**src/rtl/xseq_pkg.sv**
```systemverilog
package xseq_pkg;
    typedef enum logic [3:0] {
        ST_IDLE     = 4'h0,
        ST_GET_CTRL = 4'h1,
        ST_GET_SEND = 4'h2,
        ST_GET_DEND = 4'h3,
        ST_RD_DATA  = 4'h4,
        ST_WR_DATA  = 4'h5,
        ST_HOLD_REQ = 4'h6,
        ST_PUT_CTRL = 4'h7,
        ST_STALL    = 4'h8,
        ST_DONE     = 4'h9,
        ST_SG_SWAP  = 4'hA
    } seq_state_e;

    localparam int DESC_SH = 4;   // 16 bytes per descriptor
    localparam int WORD_SH = 2;   // 4-byte data items
endpackage

```
**src/rtl/xseq_addr_gen.sv**
```systemverilog
module xseq_addr_gen
    import xseq_pkg::*;
#(
    parameter int AW    = 32,
    parameter int NCH   = 8,
    parameter int CH_W  = 3,
    parameter int CNT_W = 10
) (
    input  seq_state_e       state,
    input  logic [AW-1:0]    tbl_base,
    input  logic [CH_W-1:0]  ch,
    input  logic             alt,
    input  logic [AW-1:0]    src_end,
    input  logic [AW-1:0]    dst_end,
    input  logic [CNT_W-1:0] cnt,
    input  logic [2:0]       prot_glb,
    input  logic [2:0]       prot_src,
    input  logic [2:0]       prot_dst,
    output logic             acc,
    output logic [AW-1:0]    addr,
    output logic [2:0]       prot
);
    localparam logic [AW-1:0] ALT_OFS = AW'(NCH) << DESC_SH;

    logic [AW-1:0] desc_base;
    logic [AW-1:0] item_back;

    assign desc_base = tbl_base + (alt ? ALT_OFS : '0) + (AW'(ch) << DESC_SH);
    assign item_back = AW'(cnt - CNT_W'(1)) << WORD_SH;

    always_comb begin
        acc  = 1'b1;
        addr = desc_base;
        prot = prot_glb;
        unique case (state)
            ST_GET_CTRL: addr = desc_base + AW'(8);
            ST_GET_SEND: addr = desc_base;
            ST_GET_DEND: addr = desc_base + AW'(4);
            ST_PUT_CTRL: addr = desc_base + AW'(8);
            ST_RD_DATA: begin
                addr = src_end - item_back;
                prot = prot_src;
            end
            ST_WR_DATA: begin
                addr = dst_end - item_back;
                prot = prot_dst;
            end
            default: acc = 1'b0;
        endcase
    end
endmodule

```
**src/rtl/xseq_done_dec.sv**
```systemverilog
module xseq_done_dec #(
    parameter int NCH  = 8,
    parameter int CH_W = 3
) (
    input  logic            fire,
    input  logic [CH_W-1:0] ch,
    output logic [NCH-1:0]  pulse
);
    for (genvar i = 0; i < NCH; i++) begin : g_ch
        assign pulse[i] = fire && (ch == CH_W'(i));
    end
endmodule

```
**src/rtl/xfer_sequencer.sv**
```systemverilog
module xfer_sequencer
    import xseq_pkg::*;
#(
    parameter int NCH    = 8,
    parameter int AW     = 32,
    parameter int DW     = 32,
    parameter int CNT_W  = 10,
    parameter int RATE_W = 4,
    parameter int CH_W   = $clog2(NCH)
) (
    input  logic            clk,
    input  logic            rst_n,
    input  logic            run_en,
    input  logic            err_clr,
    input  logic [2:0]      prot_glb,
    input  logic [AW-1:0]   tbl_base,
    input  logic [NCH-1:0]  alt_sel,
    input  logic [NCH-1:0]  wait_req_en,
    input  logic [NCH-1:0]  req_level,
    input  logic            grant_vld,
    input  logic [CH_W-1:0] grant_ch,
    output logic            m_vld,
    output logic            m_wr,
    output logic [AW-1:0]   m_addr,
    output logic [DW-1:0]   m_wdata,
    output logic [2:0]      m_prot,
    input  logic            m_rdy,
    input  logic [DW-1:0]   m_rdata,
    input  logic            m_err,
    output logic [3:0]      state_code,
    output logic            err_flag,
    output logic [NCH-1:0]  done_pulse
);
    localparam int RATE_LSB  = 0;
    localparam int CNT_LSB   = RATE_LSB + RATE_W;
    localparam int SPROT_LSB = CNT_LSB + CNT_W;
    localparam int DPROT_LSB = SPROT_LSB + 3;
    localparam int SG_BIT    = DPROT_LSB + 3;
    localparam int BEAT_W    = 1 << RATE_W;

    seq_state_e       state_q, state_d;
    logic [CH_W-1:0]  cur_ch;
    logic             cur_alt;
    logic [DW-1:0]    ctrl_q;
    logic [AW-1:0]    src_end, dst_end;
    logic [DW-1:0]    data_q;
    logic [BEAT_W-1:0] beat_q;
    logic             run_q;

    logic [CNT_W-1:0]  cnt;
    logic [RATE_W-1:0] rate;
    logic [BEAT_W-1:0] beat_last;
    logic              period_end, acc_ok, acc_bad, acc;

    assign cnt        = ctrl_q[CNT_LSB +: CNT_W];
    assign rate       = ctrl_q[RATE_LSB +: RATE_W];
    assign beat_last  = (BEAT_W'(1) << rate) - BEAT_W'(1);
    assign period_end = (cnt == CNT_W'(1)) || (beat_q == beat_last);
    assign acc_ok     = m_vld && m_rdy && !m_err;
    assign acc_bad    = m_vld && m_rdy && m_err;

    // next-state logic
    always_comb begin
        state_d = state_q;
        unique case (state_q)
            ST_IDLE:     if (run_en && grant_vld) state_d = ST_GET_CTRL;
            ST_GET_CTRL: if (acc_ok) state_d = ST_GET_SEND;
            ST_GET_SEND: if (acc_ok) state_d = ST_GET_DEND;
            ST_GET_DEND: if (acc_ok) state_d = (cnt == '0) ? ST_PUT_CTRL : ST_RD_DATA;
            ST_RD_DATA:  if (acc_ok) state_d = ST_WR_DATA;
            ST_WR_DATA:
                if (acc_ok) begin
                    if (!period_end)              state_d = ST_RD_DATA;
                    else if (wait_req_en[cur_ch]) state_d = ST_HOLD_REQ;
                    else                          state_d = ST_PUT_CTRL;
                end
            ST_HOLD_REQ: if (!req_level[cur_ch]) state_d = ST_PUT_CTRL;
            ST_PUT_CTRL:
                if (acc_ok) begin
                    if (cnt != '0)         state_d = ST_IDLE;
                    else if (ctrl_q[SG_BIT]) state_d = ST_SG_SWAP;
                    else                   state_d = ST_DONE;
                end
            ST_DONE:     state_d = ST_IDLE;
            ST_SG_SWAP:  state_d = ST_GET_CTRL;
            ST_STALL:    if (run_en && !run_q) state_d = ST_IDLE;
            default:     state_d = ST_IDLE;
        endcase
        if (acc_bad) state_d = ST_STALL;
    end

    // state register
    always_ff @(posedge clk or negedge rst_n) begin
        if (!rst_n) state_q <= ST_IDLE;
        else        state_q <= state_d;
    end

    // channel context
    always_ff @(posedge clk or negedge rst_n) begin
        if (!rst_n) begin
            cur_ch   <= '0;
            cur_alt  <= 1'b0;
            ctrl_q   <= '0;
            src_end  <= '0;
            dst_end  <= '0;
            data_q   <= '0;
            beat_q   <= '0;
            run_q    <= 1'b0;
            err_flag <= 1'b0;
        end else begin
            run_q <= run_en;
            if (acc_bad)      err_flag <= 1'b1;
            else if (err_clr) err_flag <= 1'b0;
            unique case (state_q)
                ST_IDLE:
                    if (run_en && grant_vld) begin
                        cur_ch  <= grant_ch;
                        cur_alt <= alt_sel[grant_ch];
                        beat_q  <= '0;
                    end
                ST_GET_CTRL: if (acc_ok) ctrl_q  <= m_rdata;
                ST_GET_SEND: if (acc_ok) src_end <= AW'(m_rdata);
                ST_GET_DEND: if (acc_ok) dst_end <= AW'(m_rdata);
                ST_RD_DATA:  if (acc_ok) data_q  <= m_rdata;
                ST_WR_DATA:
                    if (acc_ok) begin
                        ctrl_q[CNT_LSB +: CNT_W] <= cnt - CNT_W'(1);
                        beat_q <= beat_q + BEAT_W'(1);
                    end
                ST_SG_SWAP: begin
                    cur_alt <= ~cur_alt;
                    beat_q  <= '0;
                end
                default: ;
            endcase
        end
    end

    xseq_addr_gen #(.AW(AW), .NCH(NCH), .CH_W(CH_W), .CNT_W(CNT_W)) u_addr (
        .state    (state_q),
        .tbl_base (tbl_base),
        .ch       (cur_ch),
        .alt      (cur_alt),
        .src_end  (src_end),
        .dst_end  (dst_end),
        .cnt      (cnt),
        .prot_glb (prot_glb),
        .prot_src (ctrl_q[SPROT_LSB +: 3]),
        .prot_dst (ctrl_q[DPROT_LSB +: 3]),
        .acc      (acc),
        .addr     (m_addr),
        .prot     (m_prot)
    );

    xseq_done_dec #(.NCH(NCH), .CH_W(CH_W)) u_done (
        .fire  (state_q == ST_DONE),
        .ch    (cur_ch),
        .pulse (done_pulse)
    );

    // outputs
    always_comb begin
        m_vld      = acc;
        m_wr       = (state_q == ST_WR_DATA) || (state_q == ST_PUT_CTRL);
        m_wdata    = (state_q == ST_WR_DATA) ? data_q : ctrl_q;
        state_code = state_q;
    end
endmodule

```
**config.mk**
```make
export PLATFORM = sky130hd
export DESIGN_NAME = xfer_sequencer
export DESIGN_NICKNAME = d
export VERILOG_FILES = /design/src/rtl/xseq_pkg.sv /design/src/rtl/xseq_addr_gen.sv /design/src/rtl/xseq_done_dec.sv /design/src/rtl/xfer_sequencer.sv
export SDC_FILE = /design/constraint.sdc
export NUM_CORES = 1
export LEC_CHECK = 0
export BUFFER_PORTS_ARGS = -buffer_cell sky130_fd_sc_hd__buf_2
export CAP_MARGIN = 5
export CORE_ASPECT_RATIO = 0.8
export CORE_MARGIN = 10
export CORE_UTILIZATION = 48
export CTS_BUF_LIST = sky130_fd_sc_hd__clkbuf_16
export DETAILED_ROUTE_END_ITERATION = 6
export PLACE_DENSITY_LB_ADDON = 0.05
export SLEW_MARGIN = 20
export SYNTH_ARGS = -nofsm -noshare
export SYNTH_HDL_FRONTEND = slang
export SYNTH_SLANG_ARGS = --single-unit
```
**constraint.sdc**
```tcl
create_clock -name clk -period 12.8 [get_ports clk]
set_input_delay 0 -clock clk [delete_from_list [all_inputs] [get_ports clk]]
set_output_delay 0 -clock clk [all_outputs]
set_load 0.02 [all_outputs]
```
==> metrics <==
status complete, no violations; Fin Setup TNS 0 ps; clock root cell clkbuf_16; CTS tree done; Yosys cell types 90; post-DP HPWL between 20000 and 30000 um; vias in the first global route around 11000; CP Class flop to output pin; Seq/Total Area, Yosys between 30% and 40%; Final Hold Fails 0; WP buf/inv 4; gpl congestion 0.882; drt initial violations 1155; top-area cell type share of the netlist area between 30% and 40%; total number of vias about 11000; Fin Clk Skew ~17 ps; CP peak stage delay about 670 ps; largest net degree at the start of global routing 84; highest routed layer met4; HP Class input pin to flop; nets 1715; Final setup viols 0; max_cap viols 0; antenna viol nets, final 0; Syn Std Cell Area roughly 12000 sq um; antenna violations before repair 0; Die H between 150 and 200 um; ys flop type dfrtp_1; CTS Sinks 154; Critical Path RT 12800 ps; M1 wire length between 15000 and 20000 um; WL met3 2700 um; Area growth, synth to finish 18.1%; Ys Warns 0; clk_lat worst skew ~440 ps; dpl ws 7680 ps; Clock Tree Buf Depth 2; element type at the critical path end output pin; full die area roughly 32000 sq um; syn_area_per_cell 8.54 sq um; Worst Path Arrival around 5600 ps; largest area contributor in the netlist dfrtp_1; Antenna Diode Count 0; CP max stage cell buf_4; final worst path period share 43.9%; delay-heaviest family, CP compound AO/OA/AOI/OAI gates; # DRC 0; Final Util 57.6%; most common cell after layout, fill and taps aside nand2_1; Post-Synthesis Cells approximately 1400; Yosys reg bits 154; fraction of layout instances using a drive strength above 1 about a quarter; most frequent cells in the layout nand2_1, buf_2, dfrtp_1; clk slew on worst S/H paths approximately 70 ps; f_max 178 MHz; Power Density 249 nW/um^2; Global Route Usage Sum between 20% and 30%; VDD IR max around 0.12 mV; max-slew violations 0; Critical Path, Cell by Cell inv_1 -> nor2_1 -> and3_2 -> buf_4 -> mux2i_1 -> inv_1 -> ha_1 -> nor2b_1 -> o21ai_0 -> a2111o_1 -> nand3_1 -> a21oi_1 -> o21ai_0 -> a311o_1 -> a21oi_1 -> o211ai_1 -> buf_2; number of fill cells in the layout around 2200; leakage between 6 and 7 nW; Final min period about 5600 ps; Worst-Margin Slew 1030 ps; Final WS setup just over 7000 ps; first-pass detailed-route iteration total 5; asr flop ratio synth 100%; DP Cell Count roughly 1800; Initial Utilization between 40% and 50%; CP max FO 77; RSZ-0062 raised after global routing no; area post-placement approximately 13000 sq um; CTS buffer count 17; vias per inst around 6; hold_ws roughly 35 ps; input/output buffers between 150 and 200; row cnt between 50 and 60; WL/cell around 19 um; first-pass GRT wire length about 60000 um; io pins 183; Non-Filler Instances between 1500 and 2000; Post-Route WL 36800 um; number of synthesized flops with an enable pin 0; Synth area leaders dfrtp_1, mux2_2, nand2_1; Routed met2 length 15400 um; Congestion Overflow GR 0; H-tree depth 4; Slew headroom 30.5%; Die X 196 um; core box area approximately 24000 sq um; Post-Syn Nets ~1500; Worst setup SP type flop; Power, Total approximately 3.5 mW; fin area 14000 sq um
[area by class of cell]
class	count	area, sq um	share of cell area, %
flip-flops and latches	154	3850	27.4
multi-input cells	1135	7650	54.5
clock buffers	17	425	3.03
repair buffers	232	1390	9.90
clock inverters	15	206	1.47
inverters	32	120	0.855
well taps	318	398	2.83
[flip-flops by register name, indices dropped and copies added (netlist names)]
name        count
beat_q         16
ctrl_q         32
cur_alt         1
cur_ch          3
data_q         32
dst_end        32
err_flag        1
run_q           1
src_end        32
state_code      4
[timing repair]
| action | CTS | global route |
|---|---|---|
| endpoints found under the hold margin | 215 | 0 |
| resized for setup | 0 | 0 |
| hold buffers | 39 | 0 |
| setup buffers | 0 | 0 |
[cells in the mapped netlist (13+ instances only)]
library cell    n
nand4_1        18
xor2_1         32
ha_1           40
mux2i_1        20
o21ai_0        91
a21o_1         20
or3_1          16
nor3_1         31
and3_1         14
dfrtp_1       154
inv_1          30
nand3_1        37
nor2_1         97
a21oi_1        77
nand2b_1       13
clkbuf_1       57
nand2_1       264
mux2_2        118
xnor2_1        49
[routing by layer]
layer | track usage [%] | vias to the layer above
met5 | 0 | -
met4 | 3.50 | 0
met3 | 4.54 | 23
met2 | 32.7 | 395
met1 | 34.6 | 5395
li1 | - | 5379
[report_power, final]
part	total [mW]	switching, mW	internal, mW
sequential	0.857	0.172	0.686
clock	0.533	0.262	0.271
combinational	2.11	1.27	0.836
total	3.50	1.70	1.79
[cell families (layout without fill, tap and decap cells)]
family | Yosys count | in the layout | synth area share, %
fa+ha+maj | 42 | 42 | 4.54
flops | 154 | 154 | 32.4
buf+inv | 104 | 296 | 3.45
simple gates | 553 | 553 | 22.2
compound gates | 313 | 313 | 17.2
xor+xnor | 82 | 82 | 6.10
mux | 145 | 145 | 14.1
[final timing paths]
path,from,end,slack [ps],cells after the start
worst max-delay path,state_code[2],m_addr[29],7180,17
worst min-delay path,m_err,state_code[3],40,3
worst max register to register,ctrl_q[2],state_code[1],9430,11
worst min register to register,src_end[29],src_end[29],510,1
max in group asynchronous,rst_n,data_q[23],11190,3
min in group asynchronous,rst_n,data_q[0],190,2
[worst register-to-register path: stages (launching register included)]
cell	delay, ps
dfrtp_1	750
inv_1	310
nand3_1	190
ha_1	260
xnor2_1	140
a2111oi_0	380
o2111ai_1	180
nor4_1	280
o2111ai_1	180
a21oi_1	290
nor2_1	80
o31ai_1	250
Power figures use the tool's default switching activity.
